--- src/rtl/pwm_tick_pkg.sv ---
package pwm_tick_pkg;
  localparam int unsigned TMR_N     = 5;
  localparam int unsigned PRE_W     = 8;
  localparam int unsigned SEL_W     = 4;
  localparam int unsigned DIV_W     = 4;
  localparam int unsigned GRP0_SPAN = 2;

  typedef enum logic {
    CFG_PRESCALE = 1'b0,
    CFG_SELECT   = 1'b1
  } cfg_kind_e;

  function automatic int unsigned group_of(int unsigned tmr, int unsigned span);
    return (tmr < span) ? 0 : 1;
  endfunction
endpackage

--- src/rtl/pwm_prescaler.sv ---
module pwm_prescaler #(
  parameter int unsigned PRE_W = 8
) (
  input  logic             clk,
  input  logic             rst_n,
  input  logic [PRE_W-1:0] reload_val,
  output logic             tick
);
  logic [PRE_W-1:0] cnt_q;

  // Down-counter: the programmed value is sampled only when the count wraps.
  always_ff @(posedge clk or negedge rst_n) begin
    if (!rst_n) begin
      cnt_q <= '0;
    end else if (cnt_q == '0) begin
      cnt_q <= reload_val;
    end else begin
      cnt_q <= cnt_q - 1'b1;
    end
  end

  assign tick = (cnt_q == '0);
endmodule

--- src/rtl/pwm_edge_sync.sv ---
module pwm_edge_sync #(
  parameter int unsigned STAGES = 2
) (
  input  logic clk,
  input  logic rst_n,
  input  logic async_in,
  output logic rise_pulse
);
  localparam int unsigned LEN = STAGES + 1;
  logic [LEN-1:0] shreg_q;

  always_ff @(posedge clk or negedge rst_n) begin
    if (!rst_n) begin
      shreg_q <= '0;
    end else begin
      shreg_q <= {shreg_q[LEN-2:0], async_in};
    end
  end

  // shreg_q[STAGES-1] is the synchronised level; the extra flop holds its history.
  assign rise_pulse = shreg_q[STAGES-1] & ~shreg_q[STAGES];
endmodule

--- src/rtl/pwm_chan_div.sv ---
module pwm_chan_div #(
  parameter int unsigned SEL_W = 4,
  parameter int unsigned DIV_W = 4
) (
  input  logic             clk,
  input  logic             rst_n,
  input  logic             pre_tick,
  input  logic             ext_pulse,
  input  logic [SEL_W-1:0] sel_code,
  output logic             tick
);
  logic [DIV_W-1:0] div_q;
  logic [DIV_W-1:0] ones_mask;
  logic             use_ext;
  logic             div_hit;

  assign use_ext = (sel_code >= SEL_W'(DIV_W));

  always_comb begin
    for (int b = 0; b < DIV_W; b++) begin
      ones_mask[b] = (SEL_W'(b) <= sel_code);
    end
  end

  assign div_hit = pre_tick && ((div_q & ones_mask) == ones_mask);

  always_ff @(posedge clk or negedge rst_n) begin
    if (!rst_n) begin
      div_q <= '0;
      tick  <= 1'b0;
    end else begin
      if (pre_tick) begin
        div_q <= div_q + 1'b1;
      end
      tick <= use_ext ? ext_pulse : div_hit;
    end
  end
endmodule

--- src/rtl/pwm_cfg_regs.sv ---
module pwm_cfg_regs #(
  parameter int unsigned TMR_N = 5,
  parameter int unsigned PRE_W = 8,
  parameter int unsigned SEL_W = 4,
  parameter int unsigned GRP_N = 2,
  parameter int unsigned IDX_W = 3,
  parameter int unsigned RD_W  = 20
) (
  input  logic                   clk,
  input  logic                   rst_n,
  input  logic                   wr_en,
  input  logic                   wr_kind,
  input  logic [IDX_W-1:0]       wr_idx,
  input  logic [PRE_W-1:0]       wr_val,
  input  logic                   rd_kind,
  output logic [RD_W-1:0]        rd_data,
  output logic [GRP_N*PRE_W-1:0] pre_word,
  output logic [TMR_N*SEL_W-1:0] sel_word
);
  import pwm_tick_pkg::*;

  always_ff @(posedge clk or negedge rst_n) begin
    if (!rst_n) begin
      pre_word <= '0;
      sel_word <= '0;
    end else if (wr_en) begin
      if (wr_kind == CFG_PRESCALE) begin
        for (int g = 0; g < GRP_N; g++) begin
          if (wr_idx == IDX_W'(g)) begin
            pre_word[g*PRE_W +: PRE_W] <= wr_val;
          end
        end
      end else begin
        for (int t = 0; t < TMR_N; t++) begin
          if (wr_idx == IDX_W'(t)) begin
            sel_word[t*SEL_W +: SEL_W] <= wr_val[SEL_W-1:0];
          end
        end
      end
    end
  end

  always_comb begin
    rd_data = '0;
    if (rd_kind == CFG_PRESCALE) begin
      rd_data[GRP_N*PRE_W-1:0] = pre_word;
    end else begin
      rd_data[TMR_N*SEL_W-1:0] = sel_word;
    end
  end
endmodule

--- src/rtl/pwm_tick_tree.sv ---
module pwm_tick_tree #(
  parameter int unsigned TMR_N     = pwm_tick_pkg::TMR_N,
  parameter int unsigned PRE_W     = pwm_tick_pkg::PRE_W,
  parameter int unsigned SEL_W     = pwm_tick_pkg::SEL_W,
  parameter int unsigned DIV_W     = pwm_tick_pkg::DIV_W,
  parameter int unsigned GRP0_SPAN = pwm_tick_pkg::GRP0_SPAN,
  localparam int unsigned GRP_N    = 2,
  localparam int unsigned IDX_W    = (TMR_N > 1) ? $clog2(TMR_N) : 1,
  localparam int unsigned RD_W     = (TMR_N*SEL_W > GRP_N*PRE_W) ? TMR_N*SEL_W : GRP_N*PRE_W
) (
  input  logic             clk,
  input  logic             rst_n,
  input  logic [GRP_N-1:0] ext_tick_i,
  input  logic             wr_en_i,
  input  logic             wr_kind_i,
  input  logic [IDX_W-1:0] wr_idx_i,
  input  logic [PRE_W-1:0] wr_val_i,
  input  logic             rd_kind_i,
  output logic [RD_W-1:0]  rd_data_o,
  output logic [TMR_N-1:0] tick_o
);
  import pwm_tick_pkg::*;

  logic [GRP_N*PRE_W-1:0] pre_cfg;
  logic [TMR_N*SEL_W-1:0] sel_cfg;
  logic [GRP_N-1:0]       pre_tick;
  logic [GRP_N-1:0]       ext_pulse;

  pwm_cfg_regs #(
    .TMR_N(TMR_N), .PRE_W(PRE_W), .SEL_W(SEL_W),
    .GRP_N(GRP_N), .IDX_W(IDX_W), .RD_W(RD_W)
  ) u_cfg (
    .clk      (clk),
    .rst_n    (rst_n),
    .wr_en    (wr_en_i),
    .wr_kind  (wr_kind_i),
    .wr_idx   (wr_idx_i),
    .wr_val   (wr_val_i),
    .rd_kind  (rd_kind_i),
    .rd_data  (rd_data_o),
    .pre_word (pre_cfg),
    .sel_word (sel_cfg)
  );

  for (genvar g = 0; g < GRP_N; g++) begin : g_grp
    pwm_prescaler #(.PRE_W(PRE_W)) u_pre (
      .clk        (clk),
      .rst_n      (rst_n),
      .reload_val (pre_cfg[g*PRE_W +: PRE_W]),
      .tick       (pre_tick[g])
    );

    pwm_edge_sync #(.STAGES(2)) u_sync (
      .clk        (clk),
      .rst_n      (rst_n),
      .async_in   (ext_tick_i[g]),
      .rise_pulse (ext_pulse[g])
    );
  end

  for (genvar t = 0; t < TMR_N; t++) begin : g_tmr
    localparam int unsigned GRP = group_of(t, GRP0_SPAN);

    pwm_chan_div #(.SEL_W(SEL_W), .DIV_W(DIV_W)) u_div (
      .clk       (clk),
      .rst_n     (rst_n),
      .pre_tick  (pre_tick[GRP]),
      .ext_pulse (ext_pulse[GRP]),
      .sel_code  (sel_cfg[t*SEL_W +: SEL_W]),
      .tick      (tick_o[t])
    );
  end
endmodule

--- config.mk ---
export PLATFORM = sky130hd
export DESIGN_NAME = pwm_tick_tree
export DESIGN_NICKNAME = d
export VERILOG_FILES = /design/src/rtl/pwm_tick_pkg.sv /design/src/rtl/pwm_prescaler.sv /design/src/rtl/pwm_edge_sync.sv /design/src/rtl/pwm_chan_div.sv /design/src/rtl/pwm_cfg_regs.sv /design/src/rtl/pwm_tick_tree.sv
export SDC_FILE = /design/constraint.sdc
export NUM_CORES = 1
export LEC_CHECK = 0
export CORE_MARGIN = 4
export CORE_UTILIZATION = 37
export CTS_BUF_LIST = sky130_fd_sc_hd__clkbuf_16
export DETAILED_ROUTE_END_ITERATION = 10
export PLACE_DENSITY = 0.52
export SLEW_MARGIN = 20
export SYNTH_ARGS = -nofsm -noshare
export SYNTH_HDL_FRONTEND = slang
export SYNTH_SLANG_ARGS = --single-unit
--- constraint.sdc ---
create_clock -name clk -period 5.8 [get_ports clk]
set_input_delay 1.16 -clock clk [delete_from_list [all_inputs] [get_ports clk]]
set_output_delay 1.16 -clock clk [all_outputs]
set_load 0.005 [all_outputs]
# [After elaboration in Yosys (flattened, before gate mapping)]
# Cells that the tools add are included.
# Widths: inputs -> output; s select.
[op_classes] bitwise_logic=10 order_cmp=25 reduce_logical=15 n_mux=9 n_eq_ne=9 addsub=7
[op_table] cell="$le 1x4->1 const A" count=10
[op_table] cell="$le 2x4->1 const A" count=10
[op_table] cell="$reduce_and 3->1" count=7
[op_table] cell="$add 4x1->4 const B" count=5
[op_table] cell="$and 4x4->4" count=5
[op_table] cell="$eq 4x4->1" count=5
[op_table] cell="$ge 4x3->1 const B" count=5
[op_table] cell="$logic_not 8->1" count=2
[op_table] cell="$mux 16" count=1
[op_table] cell="$mux 8" count=2
[op_table] cell="$sub 8x1->8 const B" count=2
[op_table] cell="$eq 3x2->1 const B" count=2
[op_table] cell="$logic_and 1x1->1" count=5
[op_table] cell="$mux 1" count=5
[op_table] cell="$mux 4" count=1
[op_table] cell="$eq 3x1->1 const B" count=1
[op_table] cell="$eq 3x3->1 const B" count=1
[op_table] cell="$logic_not 3->1" count=1
[op_table] cell="$not 1->1" count=3
[op_table] cell="$and 1x1->1" count=2
[totals] regBits=83 output_inout_bits=25

# [Depth between registers and ports, before layout]
# Gate-level depths: netlist (run 1).
[depth] word_depth=5 mapped_depth=6 depth_no_buf=5

# [Cells and area by module]
# Synthesis (run 1) repeated with hierarchy kept, for this count alone.
[hier_totals] cells_unflattened=305 hier_area_um2=3885.0
[by_module_without_submodules] module="pwm_cfg_regs" cells_each=106 n_inst=1 area_each_um2=1620.3
[by_module_without_submodules] module="pwm_chan_div" cells_each=19 n_inst=5 area_each_um2=227.7
[by_module_without_submodules] module="pwm_prescaler" cells_each=48 n_inst=2 area_each_um2=474.2
[by_module_without_submodules] module="pwm_edge_sync" cells_each=4 n_inst=2 area_each_um2=88.8

# [Least setup slack after synthesis (run 1)]
# Ideal clock, no wire load.
[synth_timing] kind="input-to-output" from="input port rd_kind_i" to="output port rd_data_o[0]" setup_slack_ps=2780 stages=2 arrival_time_ps=1860 cell_sequence="clkbuf_1 > mux2_2"
[synth_via] elab_chain_cells=1
[synth_rtl] item="from (decl)" line="pwm_tick_tree.sv:18" text="input logic rd_kind_i,"
[synth_rtl] item="$mux 16" line="pwm_cfg_regs.sv:45" text="if (rd_kind == CFG_PRESCALE) begin"
[synth_rtl] item="to (decl)" line="pwm_tick_tree.sv:19" text="output logic [RD_W-1:0] rd_data_o,"
# No other way between the ends.

# [Worst setup path after layout (run 1)]
[layout_timing] from="input port rd_kind_i" to="output port rd_data_o[11]"
# Same word-level chain as after synthesis.

==> results of run 1 <==
-- final timing paths --
path / to / slack (ns)
setup / recovery: rd_data_o[11] / 1.44
hold / removal: g_grp[0].u_sync.shreg_q[1] / 0.35
setup reg to reg: g_tmr[2].u_div.div_q[1] / 3.35
hold reg to reg: g_grp[0].u_sync.shreg_q[1] / 0.35
max in group asynchronous: g_grp[0].u_sync.shreg_q[1] / 4.02
min in group asynchronous: g_tmr[2].u_div.div_q[1] / 0.79
-- layout make-up --
cell class / instances / area [µm²] / share of cell area [%]
Multi-Input combinational cell: 210 / 1690 / 36.1
Clock buffer: 9 / 225 / 4.79
Clock inverter: 7 / 61.3 / 1.30
Timing Repair Buffer: 45 / 440 / 9.37
Inverter: 8 / 30.0 / 0.639
Sequential cell: 83 / 2080 / 44.2
Tap cell: 136 / 170 / 3.62
-- cell usage in the layout, fill, tap and decap left out, types with 2 or more instances in the layout --
cell             netlist  routed
or4_1                  4       4
nand2b_1               8       8
o32ai_1                5       5
clkinvlp_4             0       2
o31ai_1                3       3
o211ai_1               2       2
a21oi_1                7       7
clkdlybuf4s50_1        0      41
nor3_1                16      16
or3_1                  4       4
buf_4                  6       4
ha_1                   8       8
a31oi_1                3       3
a21boi_0               5       5
xor2_1                 6       6
nand3_1               16      16
inv_1                  8      10
mux2_2                56      56
nor2_1                15      15
and2_1                 4       4
clkbuf_16              0       9
dfrtp_1               83      83
nand2_1                4       4
o21ai_0                8       8
xnor2_1               13      13
mux2_4                 2       2
nor3b_1                2       2
-- metal layers --
layer	vias to the layer above	track usage [%]	wire length [µm]
met1	1301	23.8	4510
met4	0	4.31	74
met5	-	0	0
met2	45	21.2	3640
met3	5	3.96	401
li1	1226	-	-
-- through the flow --
| stage | total power, mW | hold slack (ns) | setup slack [ns] | utilization, % | cell area (µm²) |
|---|---|---|---|---|---|
| finish | 2.04 | 0.350 | 1.44 | 45.7 | 4700 |
| global route | 2.19 | 0.365 | 1.34 | 45.7 | 4700 |
| CTS | 2.07 | 0.351 | 1.40 | 45.7 | 4700 |
| detailed placement | 1.50 | 0.338 | 1.42 | 42.9 | 4410 |
| global placement | 1.48 | 0.338 | 1.43 | 42.9 | 4410 |
| floorplan | 1.28 | 0.331 | 2.78 | - | 3870 |
-- power by group through the flow --
| stage | logic, mW | registers (mW) | clock network (mW) |
|---|---|---|---|
| 2_1_floorplan | 0.387 | 0.889 | 0 |
| 3_3_place_gp | 0.536 | 0.948 | 0 |
| 3_5_place_dp | 0.553 | 0.947 | 0 |
| 4_1_cts | 0.557 | 0.938 | 0.573 |
| 5_1_grt | 0.621 | 0.969 | 0.600 |
| 6_report | 0.549 | 0.940 | 0.556 |
-- registers in the layout (all words and copies together), names as in the netlist --
register	flops
g_tmr.u_div.div_q	20
u_cfg.pre_word	16
g_tmr.u_div.tick	5
u_cfg.sel_word	20
g_grp.u_pre.cnt_q	16
g_grp.u_sync.shreg_q	6
-- worst max-delay path: cells and delay by family --
family,cells,cell delay (ns)
multiplexers,1,0.43
buffers and inverters,2,1.59
-- cell families (layout without fill, tap and decap cells) --
group / Yosys count / count (layout)
AO/OA/AOI/OAI: 39 / 39
flip-flops: 83 / 83
adder cells (fa/ha/maj): 8 / 8
multiplexers: 58 / 58
buffers and inverters: 21 / 69
XOR/XNOR: 19 / 19
AND/OR/NAND/NOR: 86 / 86
==> impl_metrics.toml, run 1 <==
[cts]
cts_tree = "done"
clock-root-buffer = "clkbuf_16"
cts.sinks = 83
cts_hold_buf = 0
h-tree-depth = 3
clk_pin_slew_ns = 0.06
post_cts_resized = 0
clk_latency_ns = 0.33
post_cts_buffers = 0
clockBufferDepth = 2
cts_buffers = 9

[detailed_routing]
wl_per_cell_um = 17.3
firstDrtPassIters = 4
drtIter0Drc = 123
ant_nets = 0
routed-via-count = 2577
routed_wl_um = 8630
drc = 0
via_per_inst = 5.17

[power]
switching_share_pct = 31.9
p_leak_nw = 1.96
p_switching_uw = 653
p_seq_share_pct = 46.0
p_comb_share_pct = 26.9
power_density_mw_per_mm2 = 435
internal-power_mw = 1.39
clockPowerShare_pct = 27.2
peakVddDrop_uv = 188

[critical_path]
cp.arrival_ns = 3.20
cp-end-kind = "output port"
r2r-start = "g_grp[1].u_pre.cnt_q[0]"
cp-start-kind = "input pin"
crit_required_ns = 4.64
path_cells = "clkdlybuf4s50_1 -> mux2_2 -> clkdlybuf4s50_1"
r2r_cells = 5
slowest_delay_ns = 1.14
cp_common_cell = "clkdlybuf4s50_1"
crit_type = "input pin to output port"
cp_max_fo = 20
crit_path_start = "rd_kind_i"
crit_slowest_cell = "clkdlybuf4s50_1"

[timing]
skew_ns = 0.00740
finalSetupTns_ns = 0
drv_slew = 0
max_freq_mhz = 230
rsz0062_at_grt = "false"
setup_viol = 0
finalHoldViolCount = 0
worst_slew_pin_slew_ns = 1.01
finalCriticalPeriod_ns = 4.36
period_share_pct = 75.1
slew-limit-headroom_pct = 32.4

[job]
maxCapViolCount = 0

[finish]
fin_cells = 498
fillerInstances = 992
fin_nets = 383
diodes = 0
syn_to_final_growth_pct = 21.3
drive_gt1_share_pct = 22.4

[logic_synthesis]
synthFlopType = "dfrtp_1"
yosysTopAreaCell = "dfrtp_1"
synth_top_area_share_pct = 53.6
synth_common_cells = "dfrtp_1, mux2_2, nand3_1, nor3_1, nor2_1"
async_flop_share_pct = 100
synth-compound-area-share_pct = 6.78
synthDistinctLibCells = 45
synth_mux_area_share_pct = 17.1
syn-num-nets = 340
synthSimpleGateAreaFrac_pct = 13.0
ys_seq_elements = 83
syn_area_mm2 = 0.00387
syn_inst = 314
yosys.area_share.xor_xnor_pct = 4.30
synth-edff-count = 0
synth_top_family_by_area = "multiplexers"
ys_warn_count = 0
synth.most_common_cell = "dfrtp_1"
ys_top_cells_by_area = "dfrtp_1, mux2_2, xnor2_1"
syn_avg_cell_area_um2 = 12.3
synthAdderAreaFrac_pct = 2.58
yosysSeqAreaShare_pct = 53.6

[die]
coreArea_mm2 = 0.0103
die_area_mm2 = 0.0122
die_y_um = 110
rows = 37
initial_core_util_pct = 37.7
die_x_um = 110
pin_count = 43

[global_routing]
grt_max_degree = 48
grt_pass1_wl_um = 14200
grt_pass1_vias = 2561
antenna_found_initial = 0
overflow = 0
grt_usage_pct = 15.4

[worst_hold_path]
worstHoldStart = "g_grp[0].u_sync.shreg_q[0]"
hp-class = "flop to flop"
hold_path_depth = 0

[placed_design]
placed_cells = 482
dp_hpwl_um = 5980
io_buffers = 42
gp_congestion = 0.762

[run_status]
outcome = "completed"
(Power assumes the default switching activity.)
==> run 2: changes to the inputs <==
Clock period 5.8 ns to 4.22 ns, I/O delays scaled along.
==> run 2 against run 1 <==
  * Utilization about the same
  * Sequential share of layout area about the same
  * Critical path type unchanged
  * Final cell count did not move
  * Worst hold slack worse by 0.0030 ns
  * Sequential power grew 37%
  * First-iteration DRC count shrank 28%
  * Setup slack lost 0.51 ns
  * Power up 37%
  * Wire length fell by 2.3%
  * Cell area hardly changed
  * Via count up 0.50%
  * Highest routed layer unchanged
==> impl_metrics.toml, run 2 (synthesis results as in run 1) <==
[critical_path]
path_cells = "clkdlybuf4s50_1 -> buf_4 -> mux2_2 -> clkdlybuf4s50_1"
cp.depth = 4
r2r_cells = 5
crit_required_ns = 3.38
cp.buffers_inverters = 3
crit_type = "input pin to output port"
cp_max_fo = 20
path_delay_family = "buffers and inverters"
cp_common_cell = "clkdlybuf4s50_1"
cp.arrival_ns = 2.44
cp-start-kind = "input pin"
cp-end-kind = "output port"
crit_slowest_cell = "clkdlybuf4s50_1"
slowest_delay_ns = 0.46

[finish]
final_util_pct = 45.7
fin_nets = 383
drive_gt1_share_pct = 22.4
most-common-layout-cells = "dfrtp_1, mux2_2, clkdlybuf4s50_1"
design_area_mm2 = 0.00470
fin_cells = 498
final_common_cell = "dfrtp_1"
diodes = 0
syn_to_final_growth_pct = 21.3
reg_top3 = "g_tmr.u_div.div_q x20, u_cfg.sel_word x20"

[die]
initial_core_util_pct = 37.7
rows = 37
coreArea_mm2 = 0.0103
die_y_um = 110
pin_count = 43
die_x_um = 110
die_area_mm2 = 0.0122

[timing]
rsz0062_at_grt = "false"
drv_slew = 0
skew_ns = 0.00508
period_share_pct = 77.9
setup_viol = 0
max_freq_mhz = 304
worst_slew_pin_slew_ns = 0.952
slew-limit-headroom_pct = 36.3
finalCriticalPeriod_ns = 3.29
worst_hold_slack_ns = 0.347
finalHoldViolCount = 0
finalSetupTns_ns = 0

[worst_hold_path]
hold_path_depth = 0
hp-class = "flop to flop"

[global_routing]
antenna_found_initial = 0
grt_max_degree = 84
overflow = 0
grt_usage_pct = 15.2
grt_pass1_wl_um = 14000
grt_pass1_vias = 2673

[detailed_routing]
routed_wl_um = 8430
wl_per_cell_um = 16.9
firstDrtPassIters = 4
drtIter0Drc = 89
ant_nets = 0
drc = 0
routed-via-count = 2590
via_per_inst = 5.20

[power]
switching_share_pct = 31.5
p_switching_uw = 881
clockPowerShare_pct = 26.9
p_leak_nw = 1.96
p_comb_share_pct = 26.9
peakVddDrop_uv = 219
internal-power_mw = 1.91
p_seq_share_pct = 46.2
power_density_mw_per_mm2 = 594

[placed_design]
dpl_cell_area_mm2 = 0.00441
io_buffers = 42
gp_congestion = 0.767
dp_hpwl_um = 5860
placed_cells = 482

[cts]
cts_tree = "done"
clock-root-buffer = "clkbuf_16"
cts_hold_buf = 0
clockBufferDepth = 2
post_cts_buffers = 0
h-tree-depth = 3
cts_buffers = 9
clk_latency_ns = 0.33
clk_pin_slew_ns = 0.06
post_cts_resized = 0
cts.sinks = 83

[run_status]
outcome = "completed"

[job]
maxCapViolCount = 0
[run 2: changes by cell type in the layout (fill, tap and decap cells not counted)]
cell	change
inv_1	-2
clkinv_1	+2
clkinv_2	+1
buf_4	-1
buf_6	+1
clkinvlp_4	-1
[run 2: through the flow]
stage | power (mW) | setup slack, ns
detailed placement | 2.06 | 0.920
finish | 2.79 | 0.932
floorplan | 1.75 | 1.83
CTS | 2.83 | 0.906
global route | 2.99 | 0.869
global placement | 2.04 | 0.952
[run 2: worst reg2reg max path: stages (launching register included)]
cell	delay, ns
dfrtp_1	0.40
inv_1	0.07
ha_1	0.20
nor4b_2	0.79
nand2_2	0.41
mux2_4	0.40
[run 2: metal layers]
layer  share of wire [%]  up-vias  global-route usage (%)
li1                    -     1234                       -
met1                  51     1286                    22.8
met2                  43       60                    21.6
met3                 4.7       10                    2.91
met4                 1.4        0                    5.80
met5                   0        -                       0
[run 2: path summary, 6_finish.rpt]
kind | startpoint | endpoint | slack, ns
worst max-delay path | rd_kind_i | rd_data_o[10] | 0.93
worst min-delay path | g_grp[0].u_sync.shreg_q[0] | g_grp[0].u_sync.shreg_q[1] | 0.35
worst max register to register | g_grp[1].u_pre.cnt_q[0] | g_tmr[3].u_div.div_q[1] | 1.84
worst min register to register | g_grp[0].u_sync.shreg_q[0] | g_grp[0].u_sync.shreg_q[1] | 0.35
max in group asynchronous | rst_n | u_cfg.pre_word[3] | 3.15
min in group asynchronous | rst_n | g_grp[1].u_sync.shreg_q[2] | 0.57
[run 2: area by class of cell]
class	count	area [µm²]
Clock buffer	9	225
Clock inverter	7	58.8
Fill cell	981	5580
Inverter	8	30.0
Multi-Input combinational cell	210	1690
Sequential cell	83	2080
Tap cell	136	170
Timing Repair Buffer	45	444
[run 2: power by group through the flow]
| stage | clock network, mW | registers (mW) | logic, mW |
|---|---|---|---|
| 2_1_floorplan | 0 | 1.22 | 0.532 |
| 3_3_place_gp | 0 | 1.30 | 0.734 |
| 3_5_place_dp | 0 | 1.30 | 0.757 |
| 4_1_cts | 0.772 | 1.29 | 0.762 |
| 5_1_grt | 0.810 | 1.33 | 0.850 |
| 6_report | 0.751 | 1.29 | 0.751 |
